[config.mk]
export PLATFORM = sky130hd
export DESIGN_NAME = nr_divider
export DESIGN_NICKNAME = d
export VERILOG_FILES = /design/src/rtl/nr_div_pkg.sv /design/src/rtl/nr_div_step.sv /design/src/rtl/nr_div_ctrl.sv /design/src/rtl/nr_divider.sv
export SDC_FILE = /design/constraint.sdc
export NUM_CORES = 1
export LEC_CHECK = 0
export BUFFER_PORTS_ARGS = -buffer_cell sky130_fd_sc_hd__buf_2
export CORE_AREA = 2 2 77 115
export DETAILED_ROUTE_END_ITERATION = 12
export DIE_AREA = 0 0 79 117
export SYNTH_ARGS = -nofsm -noshare
export SYNTH_HDL_FRONTEND = slang
export SYNTH_SLANG_ARGS = --single-unit
export TNS_END_PERCENT = 1
[constraint.sdc]
create_clock -name clk -period 4.05 [get_ports clk]
set_clock_uncertainty 0.05 [all_clocks]
set_input_delay 0.405 -clock clk [delete_from_list [all_inputs] [get_ports clk]]
set_output_delay 0.405 -clock clk [all_outputs]
set_load 0.02 [all_outputs]
[src/rtl/nr_div_pkg.sv]
package nr_div_pkg;
  typedef enum logic [1:0] {
    ST_IDLE = 2'd0,
    ST_ITER = 2'd1,
    ST_FIX  = 2'd2
  } div_state_e;
endpackage

[src/rtl/nr_div_step.sv]
// One non-restoring iteration plus the final remainder correction, purely combinational.
module nr_div_step #(
  parameter int WIDTH = 8
) (
  input  logic [WIDTH:0]   part_i,
  input  logic [WIDTH-1:0] quo_i,
  input  logic [WIDTH-1:0] dvsr_i,
  output logic [WIDTH:0]   part_o,
  output logic [WIDTH-1:0] quo_o,
  output logic [WIDTH-1:0] rem_fix_o
);
  logic [WIDTH:0] shifted;
  logic [WIDTH:0] dvsr_ext;
  logic [WIDTH:0] sum;
  logic [WIDTH:0] fixed;

  always_comb begin
    dvsr_ext  = {1'b0, dvsr_i};
    shifted   = {part_i[WIDTH-1:0], quo_i[WIDTH-1]};
    // sign of the value before the shift picks add or subtract
    sum       = part_i[WIDTH] ? (shifted + dvsr_ext) : (shifted - dvsr_ext);
    part_o    = sum;
    quo_o     = {quo_i[WIDTH-2:0], ~sum[WIDTH]};
    fixed     = part_i + dvsr_ext;
    rem_fix_o = fixed[WIDTH-1:0];
  end
endmodule

[src/rtl/nr_div_ctrl.sv]
// Sequencer: idle / iterate / correct, with the iteration counter.
module nr_div_ctrl
  import nr_div_pkg::*;
#(
  parameter int WIDTH = 8
) (
  input  logic clk,
  input  logic rst,
  input  logic start_i,
  input  logic zero_dvsr_i,
  input  logic next_neg_i,
  output logic load_o,
  output logic zero_fin_o,
  output logic step_o,
  output logic plain_fin_o,
  output logic fix_fin_o,
  output logic busy_o
);
  localparam int CW = $clog2(WIDTH + 1);

  div_state_e    state_q;
  logic [CW-1:0] cnt_q;
  logic          last_step;

  always_comb begin
    load_o      = (state_q == ST_IDLE) && start_i && !zero_dvsr_i;
    zero_fin_o  = (state_q == ST_IDLE) && start_i && zero_dvsr_i;
    step_o      = (state_q == ST_ITER);
    last_step   = step_o && (cnt_q == CW'(1));
    plain_fin_o = last_step && !next_neg_i;
    fix_fin_o   = (state_q == ST_FIX);
    busy_o      = (state_q != ST_IDLE);
  end

  always_ff @(posedge clk) begin
    if (rst) begin
      state_q <= ST_IDLE;
      cnt_q   <= '0;
    end else begin
      case (state_q)
        ST_IDLE: if (load_o) begin
          state_q <= ST_ITER;
          cnt_q   <= CW'(WIDTH);
        end
        ST_ITER: begin
          cnt_q <= cnt_q - CW'(1);
          if (last_step) state_q <= next_neg_i ? ST_FIX : ST_IDLE;
        end
        default: state_q <= ST_IDLE;
      endcase
    end
  end

  // an iteration is never performed with an exhausted counter
  a_r3_cnt_live: assert property (@(posedge clk) disable iff (rst)
    (state_q == ST_ITER) |-> (cnt_q != '0));
  // the correction cycle is always followed by idle
  a_r3_fix_once: assert property (@(posedge clk) disable iff (rst)
    (state_q == ST_FIX) |=> (state_q == ST_IDLE));
endmodule

[src/rtl/nr_divider.sv]
module nr_divider
  import nr_div_pkg::*;
#(
  parameter int WIDTH = 8
) (
  input  logic             clk,
  input  logic             rst,
  input  logic             start,
  input  logic [WIDTH-1:0] dividend,
  input  logic [WIDTH-1:0] divisor,
  output logic             busy,
  output logic             done,
  output logic             div_by_zero,
  output logic [WIDTH-1:0] quotient,
  output logic [WIDTH-1:0] remainder
);
  logic [WIDTH:0]   part_q;
  logic [WIDTH-1:0] quo_q;
  logic [WIDTH-1:0] dvsr_q;
  logic [WIDTH:0]   part_nxt;
  logic [WIDTH-1:0] quo_nxt;
  logic [WIDTH-1:0] rem_fix;
  logic             load, zero_fin, step, plain_fin, fix_fin;

  nr_div_step #(.WIDTH(WIDTH)) u_step (
    .part_i   (part_q),
    .quo_i    (quo_q),
    .dvsr_i   (dvsr_q),
    .part_o   (part_nxt),
    .quo_o    (quo_nxt),
    .rem_fix_o(rem_fix)
  );

  nr_div_ctrl #(.WIDTH(WIDTH)) u_ctrl (
    .clk        (clk),
    .rst        (rst),
    .start_i    (start),
    .zero_dvsr_i(divisor == '0),
    .next_neg_i (part_nxt[WIDTH]),
    .load_o     (load),
    .zero_fin_o (zero_fin),
    .step_o     (step),
    .plain_fin_o(plain_fin),
    .fix_fin_o  (fix_fin),
    .busy_o     (busy)
  );

  always_ff @(posedge clk) begin
    if (rst) begin
      part_q      <= '0;
      quo_q       <= '0;
      dvsr_q      <= '0;
      quotient    <= '0;
      remainder   <= '0;
      done        <= 1'b0;
      div_by_zero <= 1'b0;
    end else begin
      done <= zero_fin | plain_fin | fix_fin;
      if (load) begin
        part_q      <= '0;
        quo_q       <= dividend;
        dvsr_q      <= divisor;
        div_by_zero <= 1'b0;
      end else if (step) begin
        part_q <= part_nxt;
        quo_q  <= quo_nxt;
      end
      if (zero_fin) begin
        quotient    <= '1;
        remainder   <= dividend;
        div_by_zero <= 1'b1;
      end else if (plain_fin) begin
        quotient  <= quo_nxt;
        remainder <= part_nxt[WIDTH-1:0];
      end else if (fix_fin) begin
        quotient  <= quo_q;
        remainder <= rem_fix;
      end
    end
  end

  a_r4_done_pulse: assert property (@(posedge clk) disable iff (rst)
    done |=> !done);
  a_r3_busy_ends_with_done: assert property (@(posedge clk) disable iff (rst)
    $fell(busy) |-> done);
  a_r5_rem_below: assert property (@(posedge clk) disable iff (rst)
    (done && !div_by_zero) |-> (remainder < dvsr_q));
  a_r6_zero_result: assert property (@(posedge clk) disable iff (rst)
    (done && div_by_zero) |-> (quotient == '1 && !busy));
  a_r9_hold: assert property (@(posedge clk) disable iff (rst)
    (!busy && !start) |=> ($stable(quotient) && $stable(remainder) && $stable(div_by_zero)));
  a_r8_ignore_start: assert property (@(posedge clk) disable iff (rst)
    (busy && start) |=> $stable(dvsr_q));
endmodule

==> impl_metrics.ini, run 1 <==
[status]
status = finished, final reports clean

[die]
die_h_um = 117
die_width_um = 79
dieArea_um2 = 9240
start_util_pct = 33.7
core_area_um2 = 8310
pin_count = 38
num_rows = 41

[timing]
fin_crit_sh_pct = 93.7
hold_ws_ns = 0.307
hold_viol_final = 0
setup_viol = 0
tightestPinTransition_ns = 1.04
slew_violations = 0
period_needed_ns = 3.80
fmax_mhz = 263
max_slew_margin_pct = 30.5

[synthesis]
synth_top_family_by_area = compound AO/OA/AOI/OAI gates
yosys-top-cells-count = dfxtp_1, nand2_1, a21oi_1, nor2_1, o21ai_0
synth_seq_cells = 49
yosys-top-cells-area = dfxtp_1, ha_1, a21oi_1
yosys.area_share.simple_pct = 19.0
yosysMostFrequentCell = dfxtp_1
synth_xor_area_share_pct = 5.63
synth_fp_nets = 389
yosysTopAreaCell = dfxtp_1
synth-compound-area-share_pct = 25.2
synthArstFlopShare_pct = 0
synth_cell_type_count = 46
synth_edf_count = 0
synth.area.mux_share_pct = 1.16
syn_area_um2 = 2800
yosys.area.top_type_share_pct = 35.0
yosysSeqAreaShare_pct = 35.0
ys.flop_type = dfxtp_1
yosys.area_share.adder_pct = 9.48
syn_inst = 350
ys_warn_count = 0
avgSynthCellArea_um2 = 8.00

[clocking]
clkSlewWorstSetupHoldPaths_ns = 0.07
htreeDepth = 2
cts_buffer_depth = 2
cts_made_buffers = 5
clock_latency_ns = 0.29
numClockSinks = 49
tritoncts = built
hold_buffers = 0
cts_root_buf = clkbuf_16

[placed_design]
gp_congestion = 0.880
port_buffers = 37
dp_hpwl_um = 6130

[power]
p_leak_nw = 1.35
power_mw = 1.30
irDropWorstVdd_uv = 173
power_density_nw_per_um2 = 401

[global_routing]
grt_use_met3_pct = 2.22
grt_max_degree = 37
busiest_layer = met2
antenna_found_initial = 0
grtUsageTotal_pct = 17.0
grt_pass1_wl_um = 12200
use_met2_pct = 31.0
grt_pass1_vias = 2459
grt_util_met1_pct = 19.3
grt_overflow = 0

[worst_setup_path]
worstReg2RegEnd = remainder[2]$_SDFFE_PP0P_
worstPathMaxFanout = 14
reg2reg_from = dvsr_q[1]$_SDFFE_PP0P_
arrival_ns = 3.89
r2r_slack_ns = 0.25
end_kind = flop
crit_start = dvsr_q[1]$_SDFFE_PP0P_
crit_type = flop to flop
startpoint_type = flop
crit_required_ns = 4.15
worst-r2r-cell-count = 11
worstSetupEndpoint = remainder[2]$_SDFFE_PP0P_

[cells_and_area]
post-route-util_pct = 39.0
area_growth_pct = 15.8
diodes = 0
drive_gt1_share_pct = 15.4
multi_input_area_um2 = 1700
seq_area_um2 = 981
nNetsFinal = 421
fillers = 903

[detailed_routing]
postRouteAntennaNets = 0
vias = 2624
wl_per_cell_um = 15.9
vias_per_cell = 5.36
first_pass_iters = 4
drc = 0
routed_wirelength_um = 7800
dr.first_iter.drc_count = 125

[min_path]
hold_class = input port to flop
hold_start = divisor[6]

[job]
cap_violations = 0
-- through the flow --
step                setup TNS (ns)  cells  setup slack [ns]  cell area, um^2
floorplan                        0    350             0.597             2800
global placement                 0    482             0.264             3080
detailed placement               0    482             0.211             3080
CTS                              0    490             0.171             3240
global route              -0.00855    490          -0.00855             3240
finish                           0    490             0.254             3240
-- area by class of cell --
cell class	instances	share of cell area, %
multi-input cells	270	52.3
clock inverters	3	0.811
flip-flops and latches	49	30.3
well taps	107	4.13
inverters	13	1.51
repair buffers	43	7.10
clock buffers	5	3.86
-- cells in the final DEF, fill, tap and decap left out, types with 2 or more instances in the layout --
master / synthesis / routed
dfxtp_1: 49 / 49
nand2_1: 41 / 41
nor2_1: 38 / 38
a21oi_1: 38 / 38
buf_2: 3 / 37
o21ai_0: 19 / 18
ha_1: 18 / 18
nor3_1: 14 / 14
inv_1: 13 / 13
xnor2_1: 12 / 12
a211oi_1: 13 / 12
a22oi_1: 11 / 11
o22ai_1: 7 / 7
xor2_1: 6 / 6
buf_4: 0 / 6
o21a_1: 5 / 5
clkbuf_16: 0 / 5
a21o_1: 4 / 4
nor2b_1: 4 / 4
or3_1: 4 / 4
a31oi_1: 3 / 3
nand2b_1: 3 / 3
nand3_1: 3 / 3
o21bai_1: 3 / 3
mux2_2: 2 / 2
or4_1: 2 / 2
fa_1: 2 / 2
clkinvlp_4: 0 / 2
-- how the worst min path moves through the flow --
stage	endpoint	slack, ns	cells past startpoint
floorplan	quo_q[7]$_SDFFE_PP0P_	0.40	2
global route	dvsr_q[5]$_SDFFE_PP0P_	0.31	3
CTS	dvsr_q[6]$_SDFFE_PP0P_	0.31	3
detailed placement	div_by_zero$_SDFFE_PP0P_	0.42	2
global placement	div_by_zero$_SDFFE_PP0P_	0.41	2
finish	dvsr_q[6]$_SDFFE_PP0P_	0.31	3
-- state kept, by name, indices dropped and copies added (netlist names) --
signal,flops
div_by_zero,1
done,1
dvsr_q,8
part_q,9
quo_q,8
quotient,8
remainder,8
u_ctrl.cnt_q,4
u_ctrl.state_q,2
-- cell families (layout without fill, tap and decap cells) --
logic type | after synthesis | after routing
adder cells (fa/ha/maj) | 20 | 20
multiplexers | 3 | 3
buffers and inverters | 31 | 64
AO/OA/AOI/OAI | 112 | 112
AND/OR/NAND/NOR | 117 | 117
flip-flops | 49 | 49
XOR/XNOR | 18 | 18
-- metal layers --
layer	vias up	wire length, um
met5	-	0
met4	0	317
met3	18	231
met2	51	4050
met1	1247	3210
li1	1308	-
-- what timing repair did --
action | 4_1_cts | 5_1_grt
setup endpoints to repair | 0 | 14
gates resized for setup | 0 | 1
buffers inserted | 0 | 0
endpoints found under the hold margin | 0 | 0
-- power breakdown --
group	leakage, nW	internal (mW)	switching, mW
clock	0.0680	0.234	0.203
sequential	0.399	0.511	0.0300
combinational	0.885	0.127	0.195
-- worst max-delay path: stages (launching register included) --
cell	delay, ns
dfxtp_1	0.39
inv_1	0.11
ha_1	0.28
mux2_2	0.30
fa_1	0.45
a211oi_1	0.31
nor3_1	0.12
a211oi_2	0.32
mux2_2	0.47
or3_1	0.60
nor2_1	0.18
a2111oi_1	0.06
No activity file was read; power rests on OpenSTA's default activity.
==> inputs of run 2 (changes only) <==
- ABC_AREA: default -> 1
- CORE_AREA: 2 2 77 115 -> 2 2 80 120
- DIE_AREA: 0 0 79 117 -> 0 0 82 122
==> impl_metrics.ini, run 2 <==
[synthesis]
syn_area_um2 = 3080
synth_fp_nets = 499
yosys-top-cells-count = nand2_1, nor2_1, inv_1
syn_inst = 460
yosysTopAreaCell = dfxtp_1
synth_cell_type_count = 35
synth_seq_cells = 49
synthArstFlopShare_pct = 0
ys_warn_count = 0
ys.flop_type = dfxtp_1
yosysMostFrequentCell = nand2_1
avgSynthCellArea_um2 = 6.70
yosysSeqAreaShare_pct = 31.8
yosys.area.top_type_share_pct = 31.8
synth_edf_count = 0
yosys-top-cells-area = dfxtp_1, nand2_1, nor2_1

[cells_and_area]
area_growth_pct = 12.9
seq_area_um2 = 981
fillers = 985
nNetsFinal = 531
drive_gt1_share_pct = 12.4
final_common_cell = nand2_1
top_register = part_q
post-route-util_pct = 38.5
multi_input_area_um2 = 1780
diodes = 0
largest_reg_flops = 9
final_cell_mix = nand2_1, nor2_1, inv_1, dfxtp_1, buf_2

[clocking]
htreeDepth = 2
clock_latency_ns = 0.30
cts_buffer_depth = 2
postCtsSetupRepairBufs = 0
clkSlewWorstSetupHoldPaths_ns = 0.07
hold_buffers = 0
numClockSinks = 49
cts_made_buffers = 5
cts_root_buf = clkbuf_16
post_cts_resized = 0
tritoncts = built

[timing]
slew_violations = 0
fmax_mhz = 310
tightestPinTransition_ns = 0.682
fin_crit_sh_pct = 79.7
rsz0062_at_grt = false
setup_viol = 0
period_needed_ns = 3.23
hold_ws_ns = 0.295
hold_viol_final = 0
tns_ns = 0
max_slew_margin_pct = 54.5

[placed_design]
gp_congestion = 0.871
port_buffers = 37
dp_hpwl_um = 6290

[worst_setup_path]
cp_num_cells = 15
crit_required_ns = 4.18
worstReg2RegEnd = remainder[7]$_SDFFE_PP0P_
reg2reg_from = dvsr_q[1]$_SDFFE_PP0P_
arrival_ns = 3.36
cpMaxStageDelayCell = fa_1
startpoint_type = flop
worst-r2r-cell-count = 15
cp_common_cell = nand2_1
crit_type = flop to flop
end_kind = flop
worstSetupEndpoint = remainder[7]$_SDFFE_PP0P_
slowest_delay_ns = 0.50
crit_start = dvsr_q[1]$_SDFFE_PP0P_
timing.critical_path.cells = inv_1 -> ha_1 -> nand2_1 -> o21ai_0 -> fa_1 -> nand3_1 -> nand2_1 -> nand2_1 -> nand2_1 -> inv_1 -> nand2_2 -> nand3_4 -> nand3_2 -> o21ai_0 -> nor2_1
crit_family = simple AND/OR/NAND/NOR gates
cp_num_buf_inv = 2
worstPathMaxFanout = 26
r2r_slack_ns = 0.82

[status]
status = finished, final reports clean

[global_routing]
grt_pass1_wl_um = 13600
grt_max_degree = 27
grt_overflow = 0
grtUsageTotal_pct = 17.7
antenna_found_initial = 0
grt_pass1_vias = 2897

[die]
start_util_pct = 34.1
dieArea_um2 = 10000
pin_count = 38
die_width_um = 82
die_h_um = 122
num_rows = 43
core_area_um2 = 9040

[detailed_routing]
routed_wirelength_um = 8080
dr.first_iter.drc_count = 107
postRouteAntennaNets = 0
wl_per_cell_um = 13.4
vias = 2909
vias_per_cell = 4.81
drc = 0
first_pass_iters = 5

[job]
cap_violations = 0

[min_path]
hold_class = input port to flop

[power]
power_mw = 1.38
p_leak_nw = 1.80
irDropWorstVdd_uv = 251
power_density_nw_per_um2 = 397
run 2: changes by cell type after synthesis, sizes merged, moves of 11 or more:
cell    change
nand2      +73
o21ai      +17
nor3       -14
a21oi      -15
a211oi     -13
nor2       +34
inv        +50
nand3      +25
a22oi      -11
run 2: final cells by class:
cell class / instances / share of cell area, %
flip-flops and latches: 49 / 28.2
well taps: 112 / 4.03
clock buffers: 7 / 3.81
repair buffers: 39 / 5.75
clock inverters: 1 / 0.216
multi-input cells: 334 / 51.2
inverters: 63 / 6.79
run 2: stage by stage:
stage                     worst slack [ns]  instances  instance area, um^2
final                                0.822        605                 3480
after global routing                 0.419        605                 3480
after CTS                            0.801        605                 3480
after detailed placement             0.832        597                 3340
after global placement               0.931        597                 3340
after floorplan                       1.60        460                 3080
run 2: kinds of logic after synthesis:
family | synth area share [%]
AND/OR/NAND/NOR | 30.7
AO/OA/AOI/OAI | 14.6
buffers and inverters | 10.4
flip-flops | 31.8
adder cells (fa/ha/maj) | 8.60
XOR/XNOR | 3.98
run 2: worst min path at each step:
stage,end,cells past startpoint,slack (ns),startpoint
3_5_place_dp,remainder[0]$_SDFFE_PP0P_,2,0.40,remainder[0]$_SDFFE_PP0P_
4_1_cts,dvsr_q[2]$_SDFFE_PP0P_,3,0.30,divisor[2]
2_1_floorplan,quo_q[0]$_SDFFE_PP0P_,2,0.41,quo_q[0]$_SDFFE_PP0P_
5_1_grt,dvsr_q[2]$_SDFFE_PP0P_,3,0.31,divisor[2]
3_3_place_gp,remainder[1]$_SDFFE_PP0P_,2,0.40,remainder[1]$_SDFFE_PP0P_
6_report,dvsr_q[2]$_SDFFE_PP0P_,3,0.30,divisor[2]
run 2: power by group:
part / switching, mW / internal [mW]
Combinational: 0.267 / 0.148
Sequential: 0.0306 / 0.515
Clock: 0.189 / 0.230
Total: 0.487 / 0.893
run 2: layer usage:
| metal | global-route usage [%] | part of all wire (%) |
|---|---|---|
| met4 | 8.44 | 2.7 |
| met2 | 32.0 | 53 |
| met5 | 0 | 0 |
| met3 | 2.89 | 2.6 |
| met1 | 19.6 | 41 |
run 2: worst register-to-register path, stage by stage (launching register included):
cell,delay [ns]
dfxtp_1,0.37
inv_1,0.11
ha_1,0.29
nand2_1,0.06
o21ai_0,0.17
fa_1,0.50
nand3_1,0.09
nand2_1,0.13
nand2_1,0.09
nand2_1,0.08
inv_1,0.09
nand2_2,0.07
nand3_4,0.22
nand3_2,0.42
o21ai_0,0.31
nor2_1,0.07
